### config.mk
export PLATFORM = sky130hd
export DESIGN_NAME = dmae_top
export DESIGN_NICKNAME = d
export VERILOG_FILES = /design/src/rtl/dmae_pkg.sv /design/src/rtl/dmae_regs.sv /design/src/rtl/dmae_seq.sv /design/src/rtl/dmae_top.sv
export SDC_FILE = /design/constraint.sdc
export NUM_CORES = 1
export LEC_CHECK = 0
export ABC_AREA = 1
export BUFFER_PORTS_ARGS = -buffer_cell sky130_fd_sc_hd__buf_2
export CAP_MARGIN = 10
export CORE_MARGIN = 2
export CORE_UTILIZATION = 57
export CTS_BUF_LIST = sky130_fd_sc_hd__clkbuf_8 sky130_fd_sc_hd__clkbuf_16
export DETAILED_ROUTE_END_ITERATION = 12
export PLACE_DENSITY = 0.91
export SYNTH_ARGS = -nofsm -noshare
export SYNTH_HDL_FRONTEND = slang
export SYNTH_SLANG_ARGS = --single-unit
### constraint.sdc
create_clock -name clk -period 4.45 [get_ports clk]
set_clock_uncertainty 0.2 [all_clocks]
set_input_delay 0.89 -clock clk [delete_from_list [all_inputs] [get_ports clk]]
set_output_delay 0.89 -clock clk [all_outputs]
set_load 0.01 [all_outputs]
### src/rtl/dmae_pkg.sv
package dmae_pkg;
  typedef enum logic [1:0] {
    ST_IDLE  = 2'd0,
    ST_POLL  = 2'd1,
    ST_FETCH = 2'd2,
    ST_PUSH  = 2'd3
  } dmae_state_e;

  localparam logic [1:0] SEL_CTRL = 2'd0;
  localparam logic [1:0] SEL_ADDR = 2'd1;
  localparam logic [1:0] SEL_CNT  = 2'd2;

  localparam int BIT_GO    = 0;
  localparam int BIT_ACK   = 1;
  localparam int BIT_READY = 0;
endpackage

### src/rtl/dmae_regs.sv
module dmae_regs
  import dmae_pkg::*;
#(
  parameter int ADDR_W = 32,
  parameter int CNT_W  = 16
) (
  input  logic              clk,
  input  logic              rst_n,
  input  logic              cfg_we,
  input  logic [1:0]        cfg_wsel,
  input  logic [ADDR_W-1:0] cfg_wdata,
  input  logic [1:0]        cfg_rsel,
  output logic [ADDR_W-1:0] cfg_rdata,
  input  logic              busy,
  input  logic              step,
  input  logic              fin,
  output logic              launch,
  output logic              last,
  output logic [ADDR_W-1:0] cur_addr,
  output logic [CNT_W-1:0]  remaining,
  output logic              irq
);
  logic go_req, ack_req, zero_go, done_q;
  logic [ADDR_W-1:0] cnt_ext;

  assign go_req  = cfg_we && (cfg_wsel == SEL_CTRL) && cfg_wdata[BIT_GO];
  assign ack_req = cfg_we && (cfg_wsel == SEL_CTRL) && cfg_wdata[BIT_ACK];
  assign launch  = go_req && !busy && (remaining != '0);
  assign zero_go = go_req && !busy && (remaining == '0);
  assign last    = (remaining == CNT_W'(1));
  assign irq     = done_q;

  always_ff @(posedge clk) begin
    if (!rst_n) begin
      cur_addr  <= '0;
      remaining <= '0;
      done_q    <= 1'b0;
    end else begin
      if (step) begin
        cur_addr  <= cur_addr + ADDR_W'(1);
        remaining <= remaining - CNT_W'(1);
      end else if (cfg_we && !busy) begin
        if (cfg_wsel == SEL_ADDR) cur_addr  <= cfg_wdata;
        if (cfg_wsel == SEL_CNT)  remaining <= cfg_wdata[CNT_W-1:0];
      end
      // completion and zero-length go outrank acknowledge
      if (fin || zero_go)         done_q <= 1'b1;
      else if (launch || ack_req) done_q <= 1'b0;
    end
  end

  generate
    if (CNT_W < ADDR_W) begin : g_pad
      assign cnt_ext = {{(ADDR_W-CNT_W){1'b0}}, remaining};
    end else begin : g_full
      assign cnt_ext = remaining[ADDR_W-1:0];
    end
  endgenerate

  always_comb begin
    case (cfg_rsel)
      SEL_CTRL: cfg_rdata = ADDR_W'({done_q, busy});
      SEL_ADDR: cfg_rdata = cur_addr;
      SEL_CNT:  cfg_rdata = cnt_ext;
      default:  cfg_rdata = '0;
    endcase
  end
endmodule

### src/rtl/dmae_seq.sv
module dmae_seq
  import dmae_pkg::*;
#(
  parameter int DEV_W = 8
) (
  input  logic             clk,
  input  logic             rst_n,
  input  logic             launch,
  input  logic             last,
  input  logic [DEV_W-1:0] dev_rdata,
  input  logic             mem_ready,
  output logic             dev_rd,
  output logic             dev_sel,
  output logic             mem_valid,
  output logic [7:0]       mem_data,
  output logic             step,
  output logic             fin,
  output logic             busy
);
  dmae_state_e state_q, state_d;
  logic [7:0]  byte_q;

  always_comb begin
    state_d = state_q;
    dev_rd  = 1'b0;
    dev_sel = 1'b0;
    step    = 1'b0;
    fin     = 1'b0;
    case (state_q)
      ST_IDLE:  if (launch) state_d = ST_POLL;
      ST_POLL: begin
        dev_rd = 1'b1;
        if (dev_rdata[BIT_READY]) state_d = ST_FETCH;
      end
      ST_FETCH: begin
        dev_rd  = 1'b1;
        dev_sel = 1'b1;
        state_d = ST_PUSH;
      end
      ST_PUSH: if (mem_ready) begin
        step    = 1'b1;
        fin     = last;
        state_d = last ? ST_IDLE : ST_POLL;
      end
      default: state_d = ST_IDLE;
    endcase
  end

  always_ff @(posedge clk) begin
    if (!rst_n) begin
      state_q <= ST_IDLE;
      byte_q  <= '0;
    end else begin
      state_q <= state_d;
      if (state_q == ST_FETCH) byte_q <= dev_rdata[7:0];
    end
  end

  assign mem_valid = (state_q == ST_PUSH);
  assign mem_data  = byte_q;
  assign busy      = (state_q != ST_IDLE);
endmodule

### src/rtl/dmae_top.sv
module dmae_top
  import dmae_pkg::*;
#(
  parameter int ADDR_W = 32,
  parameter int CNT_W  = 16,
  parameter int DEV_W  = 8
) (
  input  logic              clk,
  input  logic              rst_n,
  input  logic              cfg_we,
  input  logic [1:0]        cfg_wsel,
  input  logic [ADDR_W-1:0] cfg_wdata,
  input  logic [1:0]        cfg_rsel,
  output logic [ADDR_W-1:0] cfg_rdata,
  output logic              dev_rd,
  output logic              dev_sel,
  input  logic [DEV_W-1:0]  dev_rdata,
  output logic              mem_valid,
  input  logic              mem_ready,
  output logic [ADDR_W-1:0] mem_addr,
  output logic [7:0]        mem_data,
  output logic              irq
);
  logic busy, step, fin, launch, last;
  logic [CNT_W-1:0] remaining;

  dmae_regs #(.ADDR_W(ADDR_W), .CNT_W(CNT_W)) u_regs (
    .clk(clk), .rst_n(rst_n), .cfg_we(cfg_we), .cfg_wsel(cfg_wsel),
    .cfg_wdata(cfg_wdata), .cfg_rsel(cfg_rsel), .cfg_rdata(cfg_rdata),
    .busy(busy), .step(step), .fin(fin), .launch(launch), .last(last),
    .cur_addr(mem_addr), .remaining(remaining), .irq(irq)
  );

  dmae_seq #(.DEV_W(DEV_W)) u_seq (
    .clk(clk), .rst_n(rst_n), .launch(launch), .last(last),
    .dev_rdata(dev_rdata), .mem_ready(mem_ready), .dev_rd(dev_rd),
    .dev_sel(dev_sel), .mem_valid(mem_valid), .mem_data(mem_data),
    .step(step), .fin(fin), .busy(busy)
  );
endmodule

Word-level counts from Yosys, hierarchy flattened

Cells that the tools add are included.

Register bits after elaboration: 59
Input port bits: 48
Logic and storage cells: 62

Add/sub/neg operators: 2
Equal/unequal tests: 11
Muxes and demuxes: 20
Reduce and logical (&&, ||, !) cells: 24

Operators with widths:

| operator              | number |
|---|---|
| $mux 32               | 3 |
| $pmux 32 s3           | 1 |
| $mux 16               | 3 |
| $add 32x1->32 const B | 1 |
| $eq 16x1->1 const B   | 1 |
| $logic_not 16->1      | 1 |
| $reduce_bool 16->1    | 1 |
| $sub 16x1->16 const B | 1 |
| $reduce_bool 2->1     | 5 |
| $mux 1                | 9 |
| $eq 2x2->1 const B    | 4 |
| $pmux 2 s4            | 1 |
| $logic_and 1x1->1     | 7 |
| $eq 2x1->1 const B    | 3 |
| $logic_not 2->1       | 3 |
| $mux 2                | 3 |
| $ne 2x2->1 const B    | 2 |
| $reduce_and 2->1      | 2 |
| $reduce_and 3->1      | 1 |
| $logic_or 1x1->1      | 2 |
| $ne 2x1->1 const B    | 1 |
| $reduce_or 2->1       | 1 |
| $logic_not 1->1       | 1 |

Longest topological paths before layout

Gate-level depths: netlist of the first run.

Depth after elaboration: 8
Mapped depth: 11
Mapped depth without buffers: 11

Hierarchy

From an unflattened synthesis of the first run, not the netlist that was laid out.

Cell total of the unflattened synthesis: 712
Area, all modules: 4247.8 µm²

Modules (own cells, without submodules):

| module    | instances | cells an instance | area each (µm²) | sequential area each (µm²) |
|---|---|---|---|---|
| dmae_regs | 1         | 644               | 3762.4          | 980.9 |
| dmae_seq  | 1         | 68                | 485.5           | 200.2 |

Least setup slack after synthesis of the first run

OpenSTA, ideal clock, no wires.

Path type: input to output
Start point: input port cfg_rsel[1]
End point: output port cfg_rdata[16]
Data arrival time: 1689 ps
Slack: 1671 ps
Cell stages on the path: 5
Path through: inv_1 > nand2_1 > clkbuf_1 > buf_1 > nor2_1

Word-level cells in the longest chain between the ends: 2
Elaborated cells on any way between the ends: 4
Classes of those cells: eq/ne: 2; mux: 1; reduce/logical: 1

RTL lines:

| what                                     | line            | source |
|---|---|---|
| start, declared                          | dmae_top.sv:13  | `input logic [1:0] cfg_rsel,` |
| $eq 2x2->1, or another cell as far along | dmae_regs.sv:61 | `case (cfg_rsel)` |
| $pmux 32 s3 *                            | dmae_regs.sv:61 |  |
| end, declared                            | dmae_top.sv:14  | `output logic [ADDR_W-1:0] cfg_rdata,` |

Every way passes the cells marked *; elsewhere a longest branch is shown, timed or not.

Final worst setup path of the first run

Start point: input port cfg_rsel[0]
End point: output port cfg_rdata[4]

The elaborated chain is that of the path after synthesis.

==> summary.txt, run 1 <==
Flow run
  – Max-Cap Viols: 0

Global routing
  – Antenna violations before repair: 0
  – Grt ovf: 0
  – First-pass GRT wire length: 22670 um
  – GRT Overall Usage: 33.93%
  – Vias in the first global route: about 4900
  – Pin count of the biggest net entering global routing: 54

Timing
  – TNS Setup: 0 ns
  – # setup viols final: 0
  – Max-slew headroom: between 20% and 30%
  – Peak Freq: 0.3315 GHz
  – RSZ-0062 raised after global routing: no
  – Crit share post-route: just under 70%
  – Minimum clock period: about 3.0 ns
  – Least-Margin Pin Slew: about 1.1 ns
  – Fin. Hold Viols: 0
  – Max Slew Vio Count: 0
  – Setup WS post-layout: 1.433 ns

Cells and area
  – Post-layout nets: around 920
  – Area of the multi-input gates: ~2600 um^2
  – Reg area: ~1200 um^2
  – Share of layout cells above drive strength 1: a little under a fifth
  – ANT cells: 0
  – Filler cell count: 643
  – Layout area overhead: 20.55%

Routing
  – DRC violations left: 0
  – 1st-iter DRT viols: approximately 580
  – Routed Antenna Nets: 0
  – DRT Wirelength: between 10000 and 15000 um
  – Via Count: ~5300
  – Drt pass-1 iters: 5
  – Vias per std cell: about 5.5
  – Avg WL per Cell: ~14 um

Clock network
  – Deepest clock path buffer count: 2
  – CTS Hold Buffers Added: 0
  – CTS clock-pin slew for the worst setup and hold paths: 0.06 ns
  – PostCTS Resize Cnt: 0
  – H-tree levels: 3
  – Post-CTS setup repair buffer count: 0
  – Clk Latency, worst-skew pair: approximately 0.35 ns
  – Clock sinks: between 50 and 60
  – Root Driver: clkbuf_8
  – TritonCTS clock tree: done
  – CTS buffer count: 9

Synthesis
  – Post-synth EDFFs: 0
  – Synth cell count leaders: nand2_1, nor2_1, inv_1
  – Share of the synthesized area in the top cell type: 27.99%
  – Top FF cell, synth: dfxtp_1
  – Seq cells post-synth: 59
  – Mapped cell area: between 4000 and 5000 um^2
  – Mean post-synth cell area: roughly 5.6 um^2
  – Sequential area share after synthesis: between 20% and 30%
  – Yosys warns: 0
  – Yosys top cell by area: dfxtp_1
  – Area contributors post-synth: dfxtp_1, nand2_1, nor2_1, inv_1, nand3_1
  – Ys async rst share: 0%
  – Distinct cells, synth: 28
  – Post-Synthesis Cells: roughly 750
  – Most frequent cell after synthesis: nand2_1
  – Mapped Nets: ~800

Placed design
  – Routability Congestion: 1.006
  – Final HPWL DP: around 10000 um
  – Place WS: ~1.5 ns
  – # port buffers: around 120

Critical path
  – Worst Setup End Kind: output port
  – Most used cell along the critical path: buf_2
  – Element type at the critical path start: input pin
  – Data arrival, critical path: 1.93 ns
  – Slowest-stage cell, CP: nand2_1
  – CP Cell Sequence: buf_2 -> inv_1 -> nand2_1 -> o22ai_1 -> buf_2
  – Max incr delay on CP: between 0.3 and 0.4 ns
  – Top Family by Delay on Critical Path: buffers and inverters
  – Worst-path maximum fanout: 14
  – Worst path buffer plus inverter count: 3
  – Crit path kind: in -> out
  – Required time of the critical path: between 3 and 4 ns

Die
  – Die height: 90.05 um
  – Initial Utilization: between 50% and 60%
  – CORE AREA: slightly above 7000 um^2
  – FP Rows: 31
  – Io pins: about 120
  – Die Width: 90.05 um
  – Die area: 8108 um^2

Power
  – Peak VDD IR: approximately 300 uV
  – Tot Pwr: around 1.9 mW
  – Leak: 2.344 nW
  – PD cells: 380.5 nW/um^2

Min path
  – Hold WC Path Type: reg -> reg

Status
  – Status: completed
## sequential cells by signal (all words and copies together), names as in the netlist
| register | count |
|---|---|
| u_regs.cur_addr | 32 |
| u_regs.remaining | 16 |
| u_seq.mem_data | 8 |
| u_seq.state_q | 2 |
| u_regs.irq | 1 |
## report_power, final
part	switching, mW	internal, mW	total, mW
Combinational	0.470	0.247	0.717
Clock	0.222	0.302	0.524
Sequential	0.0874	0.607	0.695
## logic make-up after synthesis
logic type,count (synthesis),synth area share (%)
DFF,59,27.99
xor gates and xnor gates,5,1.038
buffers and inverters,115,10.73
and+or+nand+nor,438,42.22
AOI/OAI and AO/OA,123,15.95
adders and majority gates,7,2.075
## per-layer routing
layer	vias up	routed length [um]	track usage, %
li1	2607	-	-
met1	2366	5528	44.49
met2	325	6313	53.82
met3	42	1440	5.951
met4	0	443	16.92
met5	-	0	0
## path summary, 6_finish.rpt
path / start / to / slack (ns) / cells past startpoint
worst max-delay path: cfg_rsel[0] / cfg_rdata[4] / 1.43 / 5
worst min-delay path: u_seq.mem_data[3] / u_seq.mem_data[3] / 0.30 / 2
worst max register to register: u_seq.state_q[0] / u_regs.cur_addr[16] / 1.90 / 9
worst min register to register: u_seq.mem_data[3] / u_seq.mem_data[3] / 0.30 / 2
## metrics by stage
step	hold slack (ns)	instance area, um^2	std cells	util [%]
floorplan	0.2708	4220	747	-
CTS	0.3039	5087	964	70.52
global route	0.3312	5087	964	70.52
detailed placement	0.2890	4875	948	67.57
finish	0.2993	5087	964	70.52
global placement	0.2720	4875	948	67.57
## worst reg2reg max path: cells and delay by family, from the launching register on
kind                       cells  cell delay, ns
DFF                            1            0.36
buffers and inverters          2            0.45
and+or+nand+nor                5            1.00
adders and majority gates      1            0.25
AOI/OAI and AO/OA              1            0.19
## layout make-up
class | instances | share of cell area, %
Timing Repair Buffer | 127 | 12.69
Clock inverter | 4 | 0.9346
Multi-Input combinational cell | 573 | 50.84
Clock buffer | 12 | 3.246
Sequential cell | 59 | 23.22
Inverter | 90 | 6.640
Tap cell | 99 | 2.435
## placed cells by master (no fill, tap or decap), drive strengths merged
cell type and n:
nand2 217, nor2 148, buf 127, inv 90, nand3 65, dfxtp 59
o21ai 51, a21oi 39, a31oi 16, clkbuf 12, o22ai 11, ha 7
nand4 5, xor2 5, nor3 3, o211ai 2, o31ai 2, clkinv 2
o221ai 1, a21boi 1, bufinv 1, clkinvlp 1
Power figures use the tool's default switching activity.
==> inputs of run 2 (changes only) <==
- CORE_UTILIZATION: 57 -> 48
- PLACE_DENSITY: 0.91 -> 0.82
- clock period: 4.45 -> 2.7 ns (I/O delays scaled with it)
==> run 2 against run 1 <==
Sequential power rose by 64%. Via count fell by 2.1%. Worst setup slack got worse by 1.0 ns. Design area rose by 1.4%. Critical endpoint is now cfg_rdata[0]. Utilization fell by 11 points. Final cell count rose by 1.9%. Largest power group unchanged. Count of clock-buffer cells in the layout fell by 3.
==> summary.txt, run 2 (same netlist as run 1, synthesis figures left out) <==
Routing
  – Avg WL per Cell: 14.03 um (-1.5%)
  – Vias per std cell: 5.323 (-3.9%)
  – Drt pass-1 iters: 7 (+2)
  – Via Count: 5227 (-2.1%)
  – Routed Antenna Nets: 0 (unchanged)
  – 1st-iter DRT viols: 515 (-10%)
  – DRT Wirelength: 13770 um (+0.35%)
  – DRC violations left: 0 (unchanged)

Cells and area
  – Share of layout cells above drive strength 1: 18.99% (+0.84 points)
  – ANT cells: 0 (unchanged)
  – Layout area overhead: 22.24%
  – Post-Layout Cell Count: 982 (+1.9%)
  – Largest reg by FF count: u_regs.cur_addr
  – Commonest non-fill, non-tap cells in the layout: nand2_1, nor2_1, buf_2
  – Cell area after layout: 5159 um^2 (+1.4%)
  – Largest register FFs: 32 (unchanged)
  – Commonest non-fill, non-tap cell in the layout: nand2_1
  – Post-layout nets: 924 (+0.98%)

Timing
  – Crit share post-route: 85.67%
  – Minimum clock period: approximately 2.3 ns
  – Max-slew headroom: 61.54% (+36 points)
  – TNS Setup: 0 ns (unchanged)
  – Fin. Hold Viols: 0 (unchanged)
  – Least-Margin Pin Slew: 0.5769 ns (-0.5396 ns)
  – Peak Freq: between 0.4 and 0.5 GHz
  – # setup viols final: 0 (unchanged)
  – Max Slew Vio Count: 0 (unchanged)
  – RSZ-0062 raised after global routing: no

Critical path
  – Data arrival, critical path: 1.57 ns (-0.36 ns)
  – Beginning of the critical path: u_seq.state_q[0]
  – R2R depth: 8 (-1)
  – Element type at the critical path start: flip-flop
  – Slowest-stage cell, CP: dfxtp_1
  – Most used cell along the critical path: inv_1
  – Max incr delay on CP: 0.41 ns (+0.09 ns)
  – CP Cell Sequence: inv_1 -> ha_1 -> inv_1 -> nand3_1 -> o221ai_1 -> buf_2
  – Reg2Reg Setup Slack: 0.50 ns (-1.40 ns)
  – Worst-path maximum fanout: 5 (-9)
  – Reg2reg end: u_regs.cur_addr[2]
  – Worst flop-to-flop path startpoint: u_seq.state_q[0]
  – Crit path kind: reg -> out
  – Worst Setup End Kind: output port
  – Setup crit end: cfg_rdata[0]
  – Required time of the critical path: 1.96 ns (-1.40 ns)

Die
  – Die area: 9558 um^2 (+18%)
  – CORE AREA: 8636 um^2 (+20%)
  – FP Rows: 34 (+9.7%)
  – Io pins: 124 (unchanged)
  – Die height: 97.77 um (+8.6%)
  – Initial Utilization: 48.87% (-9.6 points)
  – Die Width: 97.77 um (+8.6%)

Global routing
  – Grt ovf: 0 (unchanged)
  – GRT Overall Usage: 28.56% (-5.4 points)
  – Antenna violations before repair: 0 (unchanged)
  – Vias in the first global route: 4821 (-0.76%)
  – First-pass GRT wire length: 22510 um (-0.70%)
  – Pin count of the biggest net entering global routing: 54 (unchanged)

Clock network
  – Clk Latency, worst-skew pair: 0.34 ns (about the same)
  – Root Driver: clkbuf_8
  – CTS buffer count: 9 (unchanged)
  – Clock sinks: 59 (unchanged)
  – PostCTS Resize Cnt: 0 (unchanged)
  – Post-CTS setup repair buffer count: 0 (unchanged)
  – CTS Hold Buffers Added: 0 (unchanged)
  – Deepest clock path buffer count: 2 (unchanged)
  – CTS clock-pin slew for the worst setup and hold paths: 0.07 ns (about the same)
  – H-tree levels: 3 (unchanged)
  – TritonCTS clock tree: done

Power
  – Leak: 2.378 nW (+1.5%)
  – PD cells: 611.6 nW/um^2 (+61%)
  – Peak VDD IR: 451.2 uV (+50%)
  – Tot Pwr: 3.155 mW (+63%)

Placed design
  – Routability Congestion: 0.9739 (-3.2%)
  – # port buffers: 123 (unchanged)
  – Cell Area, Placed: 4966 um^2 (+1.9%)
  – Placed cell count: 966 (+1.9%)
  – Final HPWL DP: 10320 um (+1.2%)

Flow run
  – Max-Cap Viols: 0 (unchanged)

Status
  – Status: completed

Min path
  – Hold WC Path Type: in -> reg
## run 2: worst min-delay path by stage
| stage | startpoint | cells past startpoint | to |
|---|---|---|---|
| 6_report | dev_rdata[7] | 3 | u_seq.mem_data[7] |
| 5_1_grt | dev_rdata[4] | 3 | u_seq.mem_data[4] |
| 4_1_cts | dev_rdata[7] | 3 | u_seq.mem_data[7] |
| 3_5_place_dp | u_seq.mem_data[2] | 2 | u_seq.mem_data[2] |
| 3_3_place_gp | u_seq.mem_data[2] | 2 | u_seq.mem_data[2] |
| 2_1_floorplan | u_regs.remaining[0] | 2 | u_regs.remaining[0] |
## run 2: layer usage
layer | GRT usage [%] | vias up | wire length [um]
li1 | - | 2631 | -
met1 | 38.02 | 2272 | 5904
met2 | 45.73 | 289 | 6134
met3 | 6.084 | 35 | 1342
met4 | 10.68 | 0 | 391
met5 | 0 | - | 0
## run 2: critical path, delay by kind of cell (launching register included)
family                   cells  cell delay [ns]
flip-flops                   1             0.41
buffers and inverters        3             0.39
adder cells (fa/ha/maj)      1             0.27
AO/OA/AOI/OAI                1             0.10
AND/OR/NAND/NOR              1             0.08
## run 2: layout make-up
class                      count  area (um^2)
fill                         888         3477
multi-input combinational    573         2586
sequential                    59         1181
timing repair buffer         136        725.7
inverter                      90        337.8
tap                          108        135.1
clock buffer                   9        123.9
clock inverter                 7        68.82
## run 2: per-stage QoR
stage,hold WS [ns],util (%),setup WS (ns)
finish,0.2251,59.74,0.3870
global route,0.2158,59.74,0.2832
CTS,0.2159,59.74,0.3997
detailed placement,0.2831,57.51,0.5419
global placement,0.2788,57.51,0.5530
floorplan,0.2708,-,0.6210
## run 2: power breakdown
group | leakage (nW) | switching [mW] | internal [mW]
Sequential | 0.480 | 0.141 | 1.00
Combinational | 1.80 | 0.774 | 0.422
Clock | 0.0950 | 0.396 | 0.423
Total | 2.38 | 1.31 | 1.84
